$ cat src/rtl/clksel_pkg.sv
package clksel_pkg;

    localparam int REG_W    = 32;
    localparam int NUM_PORT = 2;
    localparam int NUM_TMR  = 3;
    localparam int PORT_W   = 2;
    localparam int PORT_BASE = 16;

    // Serial-port kernel clock source codes
    typedef enum logic [PORT_W-1:0] {
        KSRC_BUS       = 2'b00,
        KSRC_CORE      = 2'b01,
        KSRC_SLOW_XTAL = 2'b10,
        KSRC_FAST_RC   = 2'b11
    } port_ksrc_e;

    // System clock source codes as reported by the clock tree
    typedef enum logic [1:0] {
        SYS_SRC_RC   = 2'b00,
        SYS_SRC_XTAL = 2'b01,
        SYS_SRC_PLL  = 2'b10,
        SYS_SRC_RSVD = 2'b11
    } sys_src_e;

    typedef struct packed {
        logic [NUM_PORT-1:0][PORT_W-1:0] port_sel;
        logic [NUM_TMR-1:0]              tmr_fast;
    } clksel_state_t;

    // LSB of serial-port selector i
    function automatic int port_lsb(input int idx);
        return PORT_BASE + PORT_W * idx;
    endfunction

    // Bit position of timer selector i
    function automatic int tmr_pos(input int idx);
        case (idx)
            0:       return 10;
            1:       return 11;
            default: return 13;
        endcase
    endfunction

    // Fold the state into the software-visible word
    function automatic logic [REG_W-1:0] pack_word(input clksel_state_t s);
        logic [REG_W-1:0] w;
        w = '0;
        for (int p = 0; p < NUM_PORT; p++) begin
            w[port_lsb(p) +: PORT_W] = s.port_sel[p];
        end
        for (int t = 0; t < NUM_TMR; t++) begin
            w[tmr_pos(t)] = s.tmr_fast[t];
        end
        return w;
    endfunction

    // Mask of all bits that can hold a 1
    function automatic logic [REG_W-1:0] live_mask();
        logic [REG_W-1:0] m;
        m = '0;
        for (int p = 0; p < NUM_PORT; p++) begin
            m[port_lsb(p) +: PORT_W] = '1;
        end
        for (int t = 0; t < NUM_TMR; t++) begin
            m[tmr_pos(t)] = 1'b1;
        end
        return m;
    endfunction

endpackage

$ cat src/rtl/clksel_guard.sv
module clksel_guard
    import clksel_pkg::*;
#(
    parameter int AHB_RW = 10,
    parameter int APB_RW = 5
) (
    input  logic [1:0]        sys_src,
    input  logic [AHB_RW-1:0] ahb_ratio,
    input  logic [APB_RW-1:0] apb2_ratio,
    output logic              fast_ok
);
    localparam int PROD_W = AHB_RW + APB_RW;

    logic [PROD_W-1:0] div_product;
    logic              on_pll;
    logic              div_small;

    always_comb begin
        div_product = PROD_W'(ahb_ratio) * PROD_W'(apb2_ratio);
        on_pll      = (sys_src == SYS_SRC_PLL);
        div_small   = (div_product == PROD_W'(1)) || (div_product == PROD_W'(2));
        fast_ok     = on_pll && div_small;
    end

    // an open guard implies a non-zero ratio on both buses
    always_comb begin
        if (fast_ok) begin
            guard_ratio_nonzero_chk: assert ((ahb_ratio != '0) && (apb2_ratio != '0));
        end
    end

endmodule

$ cat src/rtl/clksel_port_field.sv
module clksel_port_field
    import clksel_pkg::*;
#(
    parameter int LSB = 16
) (
    input  logic             clk,
    input  logic             rst,
    input  logic             wr_en,
    input  logic [REG_W-1:0] wr_data,
    output logic [PORT_W-1:0] sel
);
    port_ksrc_e sel_q;

    always_ff @(posedge clk) begin
        if (rst) begin
            sel_q <= KSRC_BUS;
        end else if (wr_en) begin
            sel_q <= port_ksrc_e'(wr_data[LSB +: PORT_W]);
        end
    end

    assign sel = sel_q;


    port_write_lands_chk: assert property (@(posedge clk) disable iff (rst)
        wr_en |=> (sel == $past(wr_data[LSB +: PORT_W])));


    port_hold_chk: assert property (@(posedge clk) disable iff (rst)
        !wr_en |=> $stable(sel));

endmodule

$ cat src/rtl/clksel_tmr_bit.sv
module clksel_tmr_bit
    import clksel_pkg::*;
#(
    parameter int POS = 10
) (
    input  logic             clk,
    input  logic             rst,
    input  logic             wr_en,
    input  logic [REG_W-1:0] wr_data,
    input  logic             fast_ok,
    output logic             fast_q
);
    logic fast_d;

    always_comb begin
        fast_d = fast_q;
        if (wr_en) begin
            fast_d = wr_data[POS];
        end
        if (!fast_ok) begin
            fast_d = 1'b0;   // hardware clear outranks any write
        end
    end

    always_ff @(posedge clk) begin
        if (rst) begin
            fast_q <= 1'b0;
        end else begin
            fast_q <= fast_d;
        end
    end


    tmr_set_needs_guard_chk: assert property (@(posedge clk) disable iff (rst)
        $rose(fast_q) |-> $past(wr_en && wr_data[POS] && fast_ok));


    tmr_clear_on_loss_chk: assert property (@(posedge clk) disable iff (rst)
        !fast_ok |=> !fast_q);


    tmr_no_restore_chk: assert property (@(posedge clk) disable iff (rst)
        (!fast_q && !(wr_en && wr_data[POS])) |=> !fast_q);


    tmr_zero_write_chk: assert property (@(posedge clk) disable iff (rst)
        (wr_en && !wr_data[POS]) |=> !fast_q);

endmodule

$ cat src/rtl/clksel_cfg_reg.sv
module clksel_cfg_reg
    import clksel_pkg::*;
#(
    parameter int AHB_RW = 10,
    parameter int APB_RW = 5
) (
    input  logic              clk,
    input  logic              rst,
    input  logic              wr_en,
    input  logic [31:0]       wr_data,
    output logic [31:0]       rd_data,
    input  logic [1:0]        sys_src,
    input  logic [AHB_RW-1:0] ahb_ratio,
    input  logic [APB_RW-1:0] apb2_ratio,
    output logic [1:0]        port0_ksrc,
    output logic [1:0]        port1_ksrc,
    output logic [2:0]        tmr_pll_sel
);
    localparam logic [REG_W-1:0] LIVE = live_mask();

    clksel_state_t state;
    logic          fast_ok;

    clksel_guard #(
        .AHB_RW (AHB_RW),
        .APB_RW (APB_RW)
    ) u_guard (
        .sys_src    (sys_src),
        .ahb_ratio  (ahb_ratio),
        .apb2_ratio (apb2_ratio),
        .fast_ok    (fast_ok)
    );

    for (genvar p = 0; p < NUM_PORT; p++) begin : g_port
        clksel_port_field #(
            .LSB (port_lsb(p))
        ) u_field (
            .clk     (clk),
            .rst     (rst),
            .wr_en   (wr_en),
            .wr_data (wr_data),
            .sel     (state.port_sel[p])
        );
    end

    for (genvar t = 0; t < NUM_TMR; t++) begin : g_tmr
        clksel_tmr_bit #(
            .POS (tmr_pos(t))
        ) u_bit (
            .clk     (clk),
            .rst     (rst),
            .wr_en   (wr_en),
            .wr_data (wr_data),
            .fast_ok (fast_ok),
            .fast_q  (state.tmr_fast[t])
        );
    end

    assign rd_data     = pack_word(state);
    assign port0_ksrc  = state.port_sel[0];
    assign port1_ksrc  = state.port_sel[1];
    assign tmr_pll_sel = state.tmr_fast;


    reserved_zero_chk: assert property (@(posedge clk) disable iff (rst)
        wr_en |=> ((rd_data & ~LIVE) == '0));


    reset_clears_chk: assert property (@(posedge clk)
        rst |=> (rd_data == '0));

endmodule

$ cat config.mk
export PLATFORM = sky130hd
export DESIGN_NAME = clksel_cfg_reg
export DESIGN_NICKNAME = d
export VERILOG_FILES = /design/src/rtl/clksel_pkg.sv /design/src/rtl/clksel_guard.sv /design/src/rtl/clksel_port_field.sv /design/src/rtl/clksel_tmr_bit.sv /design/src/rtl/clksel_cfg_reg.sv
export SDC_FILE = /design/constraint.sdc
export NUM_CORES = 1
export LEC_CHECK = 0
export BUFFER_PORTS_ARGS = -buffer_cell sky130_fd_sc_hd__buf_4
export CORE_AREA = 2 2 69 71
export DETAILED_ROUTE_END_ITERATION = 7
export DIE_AREA = 0 0 71 73
export GPL_TIMING_DRIVEN = 0
export PLACE_DENSITY = 0.8
export SYNTH_ARGS = -nofsm -noshare
export SYNTH_HDL_FRONTEND = slang
export SYNTH_SLANG_ARGS = --single-unit
$ cat constraint.sdc
create_clock -name clk -period 4.72 [get_ports clk]
set_clock_uncertainty 0.1 [all_clocks]
set_input_delay 0.236 -clock clk [delete_from_list [all_inputs] [get_ports clk]]
set_output_delay 0.236 -clock clk [all_outputs]
set_load 0.02 [all_outputs]
-- Word-level counts from Yosys, hierarchy flattened
Index checks and enable logic that the tools add are counted.
- flip-flop bits (word level): 7
- latch bits: 0
- memory bits (writable): 0
- memory bits (read-only): 0
- input bits: 52
- word-level logic and storage cells: 13
- memories kept: 0
- add/sub/neg operators: 0
- $mul: 1
- divide/modulo/power cells: 0
- magnitude comparators: 0
- equality and inequality tests: 3
- shift operators: 0
- muxes and demuxes: 0
- bitwise gates (word level): 1
- reduce and logical (&&, ||, !) cells: 3
- operators with widths (cell ; count):
    $eq 15x1->1 const B ; 1
    $eq 15x2->1 const B ; 1
    $mul 10x5->15 ; 1
    $eq 2x2->1 const B ; 1
    $reduce_or 2->1 ; 1
    $logic_and 1x1->1 ; 1
    $logic_or 1x1->1 ; 1
    $not 1->1 ; 1

-- Longest topological paths before layout
Gate-level depths: netlist of the first run.
- depth after elaboration: 6
- mapped depth: 14
- gate-level depth less buffers: 13

-- Cells and area by module
Synthesis of the first run repeated with hierarchy kept, for this count alone.
- cell total of the unflattened synthesis: 248
- area, all modules: 2080.7 um^2
- modules (own cells, without submodules) (module ; instances ; cells each ; area each (um^2) ; seq. area each (um^2)):
    clksel_guard ; 1 ; 194 ; 1574.0 ; 0.0
    clksel_cfg_reg ; 1 ; 33 ; 244.0 ; 0.0
    clksel_port_field ; 2 ; 6 ; 67.6 ; 40.0
    clksel_tmr_bit ; 3 ; 3 ; 42.5 ; 20.0

-- Worst setup path after synthesis of the first run
OpenSTA, ideal clock, no wires.
- kind: input-to-reg
- start point: input apb2_ratio[4]
- end point: register g_tmr[0].u_bit.fast_q
- library setup time: 0.074 ns
- data arrival time: 3.742 ns
- slack: 0.804 ns
- stages on the path: 13
- cell sequence: clkbuf_1 nand2_1 fa_1 fa_1 inv_1 fa_1 ha_1 o21a_1 o21a_1 o22ai_1 mux2_1 a2111oi_2 nor3b_2
- word-level cells in the longest chain between the ends: 6
- elaborated cells on any way between the ends: 7
- classes of those cells: mul: 1; eq/ne: 2; bitwise: 1; reduce/logical: 3
- ends and longest elaborated chain (element ; RTL line ; RTL):
    from (decl) ; clksel_cfg_reg.sv:14 ; input logic [APB_RW-1:0] apb2_ratio,
    $mul 10x5->15 * ; clksel_guard.sv:19 ; div_product = PROD_W'(ahb_ratio) * PROD_W'(apb2_ratio);
    $eq 15x1->1 / $eq 15x2->1 (equally long branches) ; clksel_guard.sv:21 ; div_small = (div_product == PROD_W'(1)) || (div_product == PROD_W'(2));
    $logic_or 1x1->1 * ; clksel_guard.sv:21 ;
    $logic_and 1x1->1 * ; clksel_guard.sv:22 ; fast_ok = on_pll && div_small;
    $not 1->1 (no line) * ; n/a ;
    $reduce_or 2->1 (no line) * ; n/a ;
    to (signal assigned) ; clksel_tmr_bit.sv:29 ; fast_q <= fast_d;
    to (decl) ; clksel_tmr_bit.sv:11 ; output logic fast_q
Mark *: on every way between the ends. The rest lies on a longest branch, timed or not.
A chain may end at the register's enable or synchronous reset.

-- Final worst setup path of the first run
- start point: input apb2_ratio[4]
- end point: register g_tmr[1].u_bit.fast_q
- word-level cells in the longest chain between the ends: 6
- elaborated cells on any way between the ends: 7
- classes of those cells: mul: 1; eq/ne: 2; bitwise: 1; reduce/logical: 3
- ends and longest elaborated chain (element ; RTL line):
    $mul 10x5->15 * ; clksel_guard.sv:19
    $eq 15x1->1 / $eq 15x2->1 (equally long branches) ; clksel_guard.sv:21
    $logic_or 1x1->1 * ; clksel_guard.sv:21
    $logic_and 1x1->1 * ; clksel_guard.sv:22
    $not 1->1 (no line) * ; n/a
    $reduce_or 2->1 (no line) * ; n/a
    to (signal assigned) ; clksel_tmr_bit.sv:29
    to (decl) ; clksel_tmr_bit.sv:11
Marked as above.

==> flow_metrics.py, run 1 <==
metrics = {
    "timing": {
        "hold_slack_ps": 112,
        "rsz0062_at_grt": "no",
        "hold_viol_final": 0,
        "final.min_clock_period_ps": 4070,
        "setup_ws_ps": 651,
        "clock.fmax_mhz": 246,
        "finalSetupViolations": 0,
        "slew_viol_final": 0,
        "setup_tns_ps": 0,
        "period_share_pct": 86.2,
    },
    "placement": {
        "dp_worst_setup_slack_ps": 387,
        "port_buffers": 35,
        "gp_congestion": 0.919,
        "place_area_sq_mm": 0.00253,
        "hpwl_um": 3600,
    },
    "drt": {
        "first_iter_violations": 55,
        "antenna_left": 0,
        "avgRoutedWirePerCell_um": 10.9,
        "drc": 0,
        "drtPass1Iterations": 4,
        "dr_total_vias": 1818,
        "via_per_inst": 4.87,
        "wl_um": 4060,
    },
    "power_and_ir_drop": {
        "power.total_uw": 607,
        "peakVddDrop_v": 0.000102,
        "p_per_area_mw_per_mm2": 235,
        "p_leak_nw": 1.37,
    },
    "layout": {
        "final.fill_count": 413,
        "syn_to_final_growth_pct": 22.0,
        "multi_input_area_sq_mm": 0.00170,
        "drive_gt1_share_pct": 25.4,
        "design_area_sq_mm": 0.00258,
        "final_nets": 419,
        "diodes": 0,
        "seqCellArea_sq_um": 140,
    },
    "setup_path": {
        "endpoint_kind": "flop",
        "arrival_ps": 4120,
        "start_kind": "input port",
        "worstSetupPathType": "in -> reg",
        "cp_max_fo": 10,
        "slowest_stage": "fa_1",
        "crit_family": "adder cells",
        "required_ps": 4770,
        "critical_path.max_stage_delay_ps": 550,
        "worst-path-buf-inv": 2,
        "crit_path_frequent_cell": "fa_1",
        "r2r_start": "g_tmr[1].u_bit.fast_q",
        "crit_start": "apb2_ratio[4]",
        "crit_chain": "clkbuf_1 > nand2_1 > fa_1 > fa_1 > inv_1 > fa_1 > ha_1 > and2b_1 > o22a_1 > xnor2_1 > a2111oi_0 > o211ai_1 > nor3b_2",
    },
    "clock_tree": {
        "cts.root.buffer_cell": "clkbuf_8",
        "worstSkewPairLatency_ps": 220,
        "clockBufferDepth": 2,
        "cts_sinks": 7,
        "cts_setup_buffers": 0,
        "numCtsBuffers": 3,
        "cts-htree-levels": 1,
        "holdBufCountCts": 0,
        "clk_pin_slew_ps": 40,
        "cts.repair.resized": 0,
        "cts_tree": "done",
    },
    "job": {
        "max_cap_violations": 0,
    },
    "synthesis": {
        "synthCells": 256,
        "synth_ff_type": "dfxtp_1",
        "synth_area_sq_mm": 0.00211,
        "ys_ff_latch": 7,
        "synth_cell_type_count": 45,
        "async_reset_ff_share_pct": 0,
        "ys_warn_count": 0,
        "syn_area_per_cell_sq_um": 8.25,
        "synth_edf_count": 0,
        "ys_seq_area_share_pct": 6.63,
    },
    "grt": {
        "antenna_found_initial": 0,
        "grt_usage_pct": 16.2,
        "grt_max_degree": 11,
        "grt_util_met2_pct": 27.5,
        "grt-busiest-layer": "met2",
        "grtUsageMet1_pct": 21.9,
        "gr-total-overflow": 0,
        "first_global_vias": 1698,
        "grt_pass1_wl_um": 7050,
        "use_met3_pct": 2.07,
    },
    "floorplan": {
        "row_count": 25,
        "core_sq_mm": 0.00454,
        "dieArea_sq_mm": 0.00518,
        "io_pins": 91,
        "start_util_pct": 46.6,
        "die_h_um": 73,
        "die_x_um": 71,
    },
    "status": {
        "outcome": "completed",
    },
    "worst_hold_path": {
        "hp-class": "in -> reg",
        "hold_start": "rst",
    },
}
metal layers:
| metal | up-vias | routed length (um) |
|---|---|---|
| met5 | - | 0 |
| met2 | 62 | 2070 |
| met3 | 4 | 238 |
| li1 | 907 | - |
| met4 | 0 | 34 |
| met1 | 845 | 1720 |
final cells by class:
type	count	share of cell area, %
plain buffers	40	10.9
well taps	54	2.62
inverters	23	3.35
multi-input cells	210	65.7
clock buffers	4	1.75
repair buffers	35	10.2
flip-flops and latches	7	5.43
stage by stage:
stage                     util, %  cells
after floorplan                 -    280
after global placement       55.9    369
after detailed placement     55.9    369
after CTS                    56.9    373
after global routing         56.9    373
final                        56.9    373
cells in the mapped netlist, types with 3 or more instances:
library cell | instances | area [sq um]
dfxtp_1 | 7 | 140
nor3b_2 | 3 | 37.5
and2_1 | 22 | 138
clkbuf_1 | 5 | 18.8
o21ai_0 | 7 | 35.0
a21oi_1 | 7 | 35.0
nand2_1 | 34 | 128
fa_1 | 24 | 480
nor2_1 | 12 | 45.0
o21a_1 | 4 | 30.0
ha_1 | 23 | 288
nand2b_1 | 4 | 25.0
inv_1 | 23 | 86.3
nor3_1 | 5 | 25.0
buf_4 | 35 | 263
mux2i_1 | 9 | 90.1
power breakdown:
| group | leakage [nW] | internal (mW) | switching [mW] | total [mW] |
|---|---|---|---|---|
| clock network | 0.0228 | 0.0582 | 0.0228 | 0.0809 |
| registers | 0.0572 | 0.0615 | 0.00148 | 0.0630 |
| logic | 1.29 | 0.203 | 0.260 | 0.463 |
| total | 1.37 | 0.323 | 0.285 | 0.607 |
worst paths after layout:
check / end / slack, ps / depth (start not counted)
worst min register to register: g_port[1].u_field.sel[0] / 420 / 2
worst max register to register: g_tmr[1].u_bit.fast_q / 3920 / 2
worst max-delay path: g_tmr[1].u_bit.fast_q / 650 / 13
worst min-delay path: g_port[0].u_field.sel[0] / 110 / 2
logic make-up (layout without fill, tap and decap cells):
| family | Yosys count | in the layout | synth area share [%] |
|---|---|---|---|
| simple gates | 90 | 90 | 21.9 |
| buf+inv | 63 | 102 | 17.4 |
| fa+ha+maj | 47 | 47 | 36.4 |
| compound gates | 34 | 34 | 11.0 |
| mux | 11 | 11 | 5.33 |
| flops | 7 | 7 | 6.63 |
| xor+xnor | 3 | 3 | 1.24 |
| other cells | 1 | 25 | 0.177 |
registers in the layout, summed over array words and instances, names as in the netlist:
signal / count
g_port.u_field.sel: 4
g_tmr.u_bit.fast_q: 3
cell usage in the layout (no fill, tap or decap), drive strengths merged, types with 3 or more instances in the layout:
cell type and instances:
a21oi 7, mux2i 9, inv 23, clkbuf 9, and2 23, nor3 5, dfxtp 7, fa 24
nor2 12, buf 70, o21a 4, ha 23, o21ai 8, conb 25, nor3b 3, nand2 34
nand2b 4
worst register-to-register path, cell delays in order, from the launching register on:
cell and delay (ps):
dfxtp_1 340, mux2i_1 90, nor3b_2 190
No activity file was read; power rests on OpenSTA's default activity.
==> run 2: changes to the inputs <==
Settings changed: PLACE_DENSITY 0.8 to 0.79, SYNTH_HIERARCHICAL from default to 1.
==> flow_metrics.py, run 2 <==
metrics = {
    "setup_path": {
        "crit_chain": "clkbuf_1 > nand2_1 > fa_1 > fa_1 > inv_1 > fa_1 > ha_1 > and3_1 > or3b_1 > a31oi_2 > nand2_1 > a2111o_1 > nor4_2 > nor3b_2",
        "crit_family": "adder cells",
        "crit_path_frequent_cell": "fa_1",
        "worst-path-buf-inv": 2,
        "start_kind": "input port",
        "worstSetupPathType": "in -> reg",
        "arrival_ps": 4360,
        "r2r_start": "g_tmr[1].u_bit/fast_q",
        "endpoint_kind": "flop",
        "slowest_stage": "fa_1",
        "cp_max_fo": 10,
        "crit_start": "apb2_ratio[4]",
        "critical_path.max_stage_delay_ps": 540,
        "required_ps": 4770,
    },
    "synthesis": {
        "ys_seq_area_share_pct": 6.73,
        "synth_top_family_by_area": "adder cells",
        "synthCells": 248,
        "syn_area_per_cell_sq_um": 8.39,
        "synth-simple-area-share_pct": 23.2,
        "synth_area_sq_mm": 0.00208,
        "synth_ff_type": "dfxtp_1",
        "synth_adder_area_share_pct": 36.9,
        "synth_edf_count": 0,
        "synth.most_common_cell": "nand2_1",
        "synth-xor-area-share_pct": 1.26,
        "ys_warn_count": 6,
        "synth_top_cell_by_area": "fa_1",
        "async_reset_ff_share_pct": 0,
        "synthTopCellsByArea": "fa_1, ha_1, buf_4",
        "synth_compound_area_share_pct": 10.5,
        "synth_cell_type_count": 46,
        "yosys-top-cells-count": "nand2_1, buf_4, fa_1, inv_1, ha_1",
        "muxShareOfSynthArea_pct": 3.85,
        "synth_top_cell_area_share_pct": 23.1,
        "ys_ff_latch": 7,
    },
    "grt": {
        "grt_max_degree": 11,
        "first_global_vias": 1632,
        "antenna_found_initial": 0,
        "grt_pass1_wl_um": 7090,
        "gr-total-overflow": 0,
        "grt_usage_pct": 16.7,
    },
    "clock_tree": {
        "cts_sinks": 7,
        "cts_setup_buffers": 0,
        "cts.root.buffer_cell": "clkbuf_8",
        "clk_pin_slew_ps": 40,
        "clockBufferDepth": 2,
        "worstSkewPairLatency_ps": 230,
        "numCtsBuffers": 3,
        "cts.repair.resized": 0,
        "cts_tree": "done",
        "cts-htree-levels": 1,
        "holdBufCountCts": 0,
    },
    "layout": {
        "final_nets": 412,
        "final.fill_count": 426,
        "final_core_util_pct": 56.3,
        "drive_gt1_share_pct": 25.6,
        "most-common-layout-cells": "buf_4, nand2_1, conb_1",
        "largest_register_ffs": 4,
        "diodes": 0,
        "syn_to_final_growth_pct": 22.7,
        "final_common_cell": "buf_4",
    },
    "placement": {
        "dp_worst_setup_slack_ps": 200,
        "hpwl_um": 3720,
        "gp_congestion": 0.879,
        "port_buffers": 36,
    },
    "drt": {
        "drc": 0,
        "antenna_left": 0,
        "via_per_inst": 4.90,
        "drtPass1Iterations": 4,
        "wl_um": 4320,
        "dr_total_vias": 1794,
        "first_iter_violations": 125,
        "avgRoutedWirePerCell_um": 11.8,
    },
    "power_and_ir_drop": {
        "power.total_uw": 592,
        "peakVddDrop_v": 0.000178,
        "p_per_area_mw_per_mm2": 232,
        "p_leak_nw": 1.34,
    },
    "timing": {
        "finalSetupViolations": 0,
        "clock.fmax_mhz": 232,
        "rsz0062_at_grt": "no",
        "setup_ws_ps": 411,
        "final.min_clock_period_ps": 4310,
        "setup_tns_ps": 0,
        "slew_viol_final": 0,
        "period_share_pct": 91.3,
        "hold_viol_final": 0,
        "hold_slack_ps": 145,
    },
    "floorplan": {
        "die_h_um": 73,
        "core_sq_mm": 0.00454,
        "die_x_um": 71,
        "start_util_pct": 45.9,
        "row_count": 25,
        "io_pins": 91,
        "dieArea_sq_mm": 0.00518,
    },
    "worst_hold_path": {
        "hp-class": "in -> reg",
        "hold_start": "wr_data[18]",
    },
    "status": {
        "outcome": "completed",
    },
    "job": {
        "max_cap_violations": 0,
    },
}
run 2: cell count changes after synthesis, sizes merged, moves of 2 or more:
cell and change:
nor4 +2, buf -2, a2111oi -2, o21a -3, mux2 -2, a31oi +4
a21oi -3
run 2: cell type report:
| type | count | area [sq um] | share of cell area, % |
|---|---|---|---|
| clock buffers | 4 | 45.0 | 1.76 |
| multi-input cells | 203 | 1670 | 65.4 |
| well taps | 54 | 67.6 | 2.65 |
| plain buffers | 38 | 270 | 10.6 |
| flip-flops and latches | 7 | 140 | 5.49 |
| inverters | 24 | 90.1 | 3.53 |
| repair buffers | 36 | 270 | 10.6 |
run 2: final timing paths:
path                         endpoint  slack, ps  cells past startpoint
max reg2reg     g_tmr[1].u_bit/fast_q       3950                      2
max             g_tmr[0].u_bit/fast_q        410                     14
min          g_port[1].u_field/sel[0]        140                      3
min reg2reg  g_port[0].u_field/sel[0]        420                      2
run 2: cell families (layout without fill, tap and decap cells):
kind of cell             after synthesis  count (layout)
multiplexers                           8               8
AO/OA/AOI/OAI                         29              29
buffers and inverters                 62             102
AND/OR/NAND/NOR                       91              91
adder cells (fa/ha/maj)               47              47
other                                  1              25
XOR/XNOR                               3               3
flip-flops                             7               7
run 2: power breakdown:
part           internal, mW  switching, mW  total (mW)
registers            0.0615        0.00146      0.0630
clock network        0.0584         0.0256      0.0840
logic                 0.194          0.251       0.445
total                 0.314          0.278       0.592
run 2: per-layer routing:
metal | vias to the layer above | global-route usage (%) | routed length, um
li1 | 890 | - | -
met1 | 847 | 22.5 | 1820
met2 | 55 | 29.1 | 2250
met3 | 2 | 2.21 | 221
met4 | 0 | 2.94 | 19
met5 | - | 0 | 0
run 2: through the flow:
step | area [sq um] | instances
after floorplan | 2170 | 272
after global placement | 2510 | 362
after detailed placement | 2510 | 362
after CTS | 2550 | 366
after global routing | 2550 | 366
final | 2550 | 366
run 2: tightest hold or removal path: stages:
cell and delay [ps]:
buf_4 70, mux2i_1 50, nor2_1 70
==> run 3: changes to the inputs <==
Settings changed: CTS_BUF_LIST from default to sky130_fd_sc_hd__clkbuf_8 sky130_fd_sc_hd__clkbuf_16.
==> flow_metrics.py, run 3 (synthesized netlist as in run 2, its figures left out) <==
metrics = {
    "power_and_ir_drop": {
        "peakVddDrop_v": 0.000179,
        "p_per_area_mw_per_mm2": 231,
        "pwr-share-comb_pct": 75.4,
        "seq_power_share_pct": 10.7,
        "swShare_pct": 47.2,
        "pwr-share-clk_pct": 13.9,
        "p_leak_nw": 1.34,
        "p_int_uw": 312,
        "switching_power_uw": 278,
    },
    "grt": {
        "antenna_found_initial": 0,
        "first_global_vias": 1632,
        "grt_pass1_wl_um": 7090,
        "grt_max_degree": 11,
        "grt_usage_pct": 16.7,
        "gr-total-overflow": 0,
    },
    "clock_tree": {
        "clk_pin_slew_ps": 40,
        "cts.root.buffer_cell": "clkbuf_8",
        "holdBufCountCts": 0,
        "cts_tree": "done",
        "cts.repair.resized": 0,
        "clockBufferDepth": 2,
        "worstSkewPairLatency_ps": 220,
        "cts_sinks": 7,
        "cts_setup_buffers": 0,
        "cts-htree-levels": 1,
        "numCtsBuffers": 3,
    },
    "floorplan": {
        "dieArea_sq_mm": 0.00518,
        "die_x_um": 71,
        "row_count": 25,
        "io_pins": 91,
        "die_h_um": 73,
        "start_util_pct": 45.9,
        "core_sq_mm": 0.00454,
    },
    "layout": {
        "layoutNonFillerInstCount": 366,
        "syn_to_final_growth_pct": 22.7,
        "final_nets": 412,
        "most-common-layout-cells": "buf_4, nand2_1, conb_1, inv_1, fa_1",
        "final_common_cell": "buf_4",
        "largest_register_ffs": 4,
        "drive_gt1_share_pct": 25.6,
        "diodes": 0,
    },
    "drt": {
        "first_iter_violations": 125,
        "wl_um": 4310,
        "avgRoutedWirePerCell_um": 11.8,
        "antenna_left": 0,
        "dr_total_vias": 1791,
        "via_per_inst": 4.89,
        "drc": 0,
        "drtPass1Iterations": 4,
    },
    "worst_hold_path": {
        "min_to": "g_port[1].u_field/sel[0]",
        "whs_path_depth": 3,
        "hold_start": "wr_data[18]",
        "hp-class": "in -> reg",
    },
    "setup_path": {
        "crit_chain": "clkbuf_1 > nand2_1 > fa_1 > fa_1 > inv_1 > fa_1 > ha_1 > and3_1 > or3b_1 > a31oi_2 > nand2_1 > a2111o_1 > nor4_2 > nor3b_2",
        "crit_path_frequent_cell": "fa_1",
        "start_kind": "input port",
        "required_ps": 4770,
        "worstSetupPathType": "in -> reg",
        "endpoint_kind": "flop",
        "ff2ff_path_depth": 2,
        "cp_max_fo": 10,
        "slowest_stage": "fa_1",
        "r2r_end": "g_tmr[1].u_bit/fast_q",
        "critical_path.max_stage_delay_ps": 540,
        "rrSetupSlack_ps": 3950,
        "arrival_ps": 4360,
        "r2r_start": "g_tmr[1].u_bit/fast_q",
    },
    "timing": {
        "final.min_clock_period_ps": 4300,
        "finalSetupViolations": 0,
        "setup_tns_ps": 0,
        "slew_viol_final": 0,
        "hold_viol_final": 0,
        "clock.fmax_mhz": 232,
        "rsz0062_at_grt": "no",
        "period_share_pct": 91.2,
    },
    "status": {
        "outcome": "completed",
    },
    "placement": {
        "dp_cells": 362,
        "gp_congestion": 0.879,
        "port_buffers": 36,
        "hpwl_um": 3720,
    },
    "job": {
        "max_cap_violations": 0,
    },
}
==> run 3: changes by cell type in the layout (fill, tap and decap cells not counted), sizes merged <==
cell	before	now
inv	24	25
clkbuf	9	8
==> run 3: final cells by class <==
class	count	area [sq um]
clock inverter	1	3.75
timing repair buffer	36	270
clock buffer	3	41.3
tap	54	67.6
inverter	24	90.1
sequential	7	140
multi-input combinational	203	1670
fill	426	1980
buffer	38	270
==> run 3: worst max path at each step <==
stage               depth (start not counted)          start               endpoint
floorplan                                  15  apb2_ratio[4]  g_tmr[0].u_bit/fast_q
global placement                           14  apb2_ratio[4]  g_tmr[0].u_bit/fast_q
detailed placement                         14  apb2_ratio[4]  g_tmr[1].u_bit/fast_q
CTS                                        14  apb2_ratio[4]  g_tmr[1].u_bit/fast_q
global route                               15  apb2_ratio[4]  g_tmr[2].u_bit/fast_q
finish                                     14  apb2_ratio[4]  g_tmr[0].u_bit/fast_q
==> run 3: layer usage <==
layer	vias up	global-route usage, %	wire (um)
li1	889	-	-
met1	845	22.5	1810
met2	55	29.1	2250
met3	2	2.21	228
met4	0	2.94	19
met5	-	0	0
==> run 3: power by group through the flow <==
| stage | Clock [mW] | Sequential (mW) | Combinational, mW |
|---|---|---|---|
| floorplan | 0 | 0.0662 | 0.340 |
| global placement | 0 | 0.0639 | 0.429 |
| detailed placement | 0 | 0.0639 | 0.439 |
| CTS | 0.0838 | 0.0630 | 0.443 |
| global route | 0.0892 | 0.0632 | 0.498 |
| finish | 0.0819 | 0.0629 | 0.445 |
==> run 3: per-stage QoR <==
stage          worst slack [ps]  instance area (sq um)  utilization, %  total power, mW  hold WS (ps)
2_1_floorplan               592                   2170               -            0.406           206
3_3_place_gp                237                   2510            55.3            0.492           370
3_5_place_dp                200                   2510            55.3            0.503           376
4_1_cts                     412                   2550            56.3            0.590           145
5_1_grt                     196                   2550            56.3            0.650           153
6_report                    416                   2550            56.3            0.590           145
==> run 3: critical path, delay by kind of cell <==
kind	cells	cell delay, ps
compound gates	2	570
fa+ha+maj	4	1950
buf+inv	2	370
simple gates	6	1230
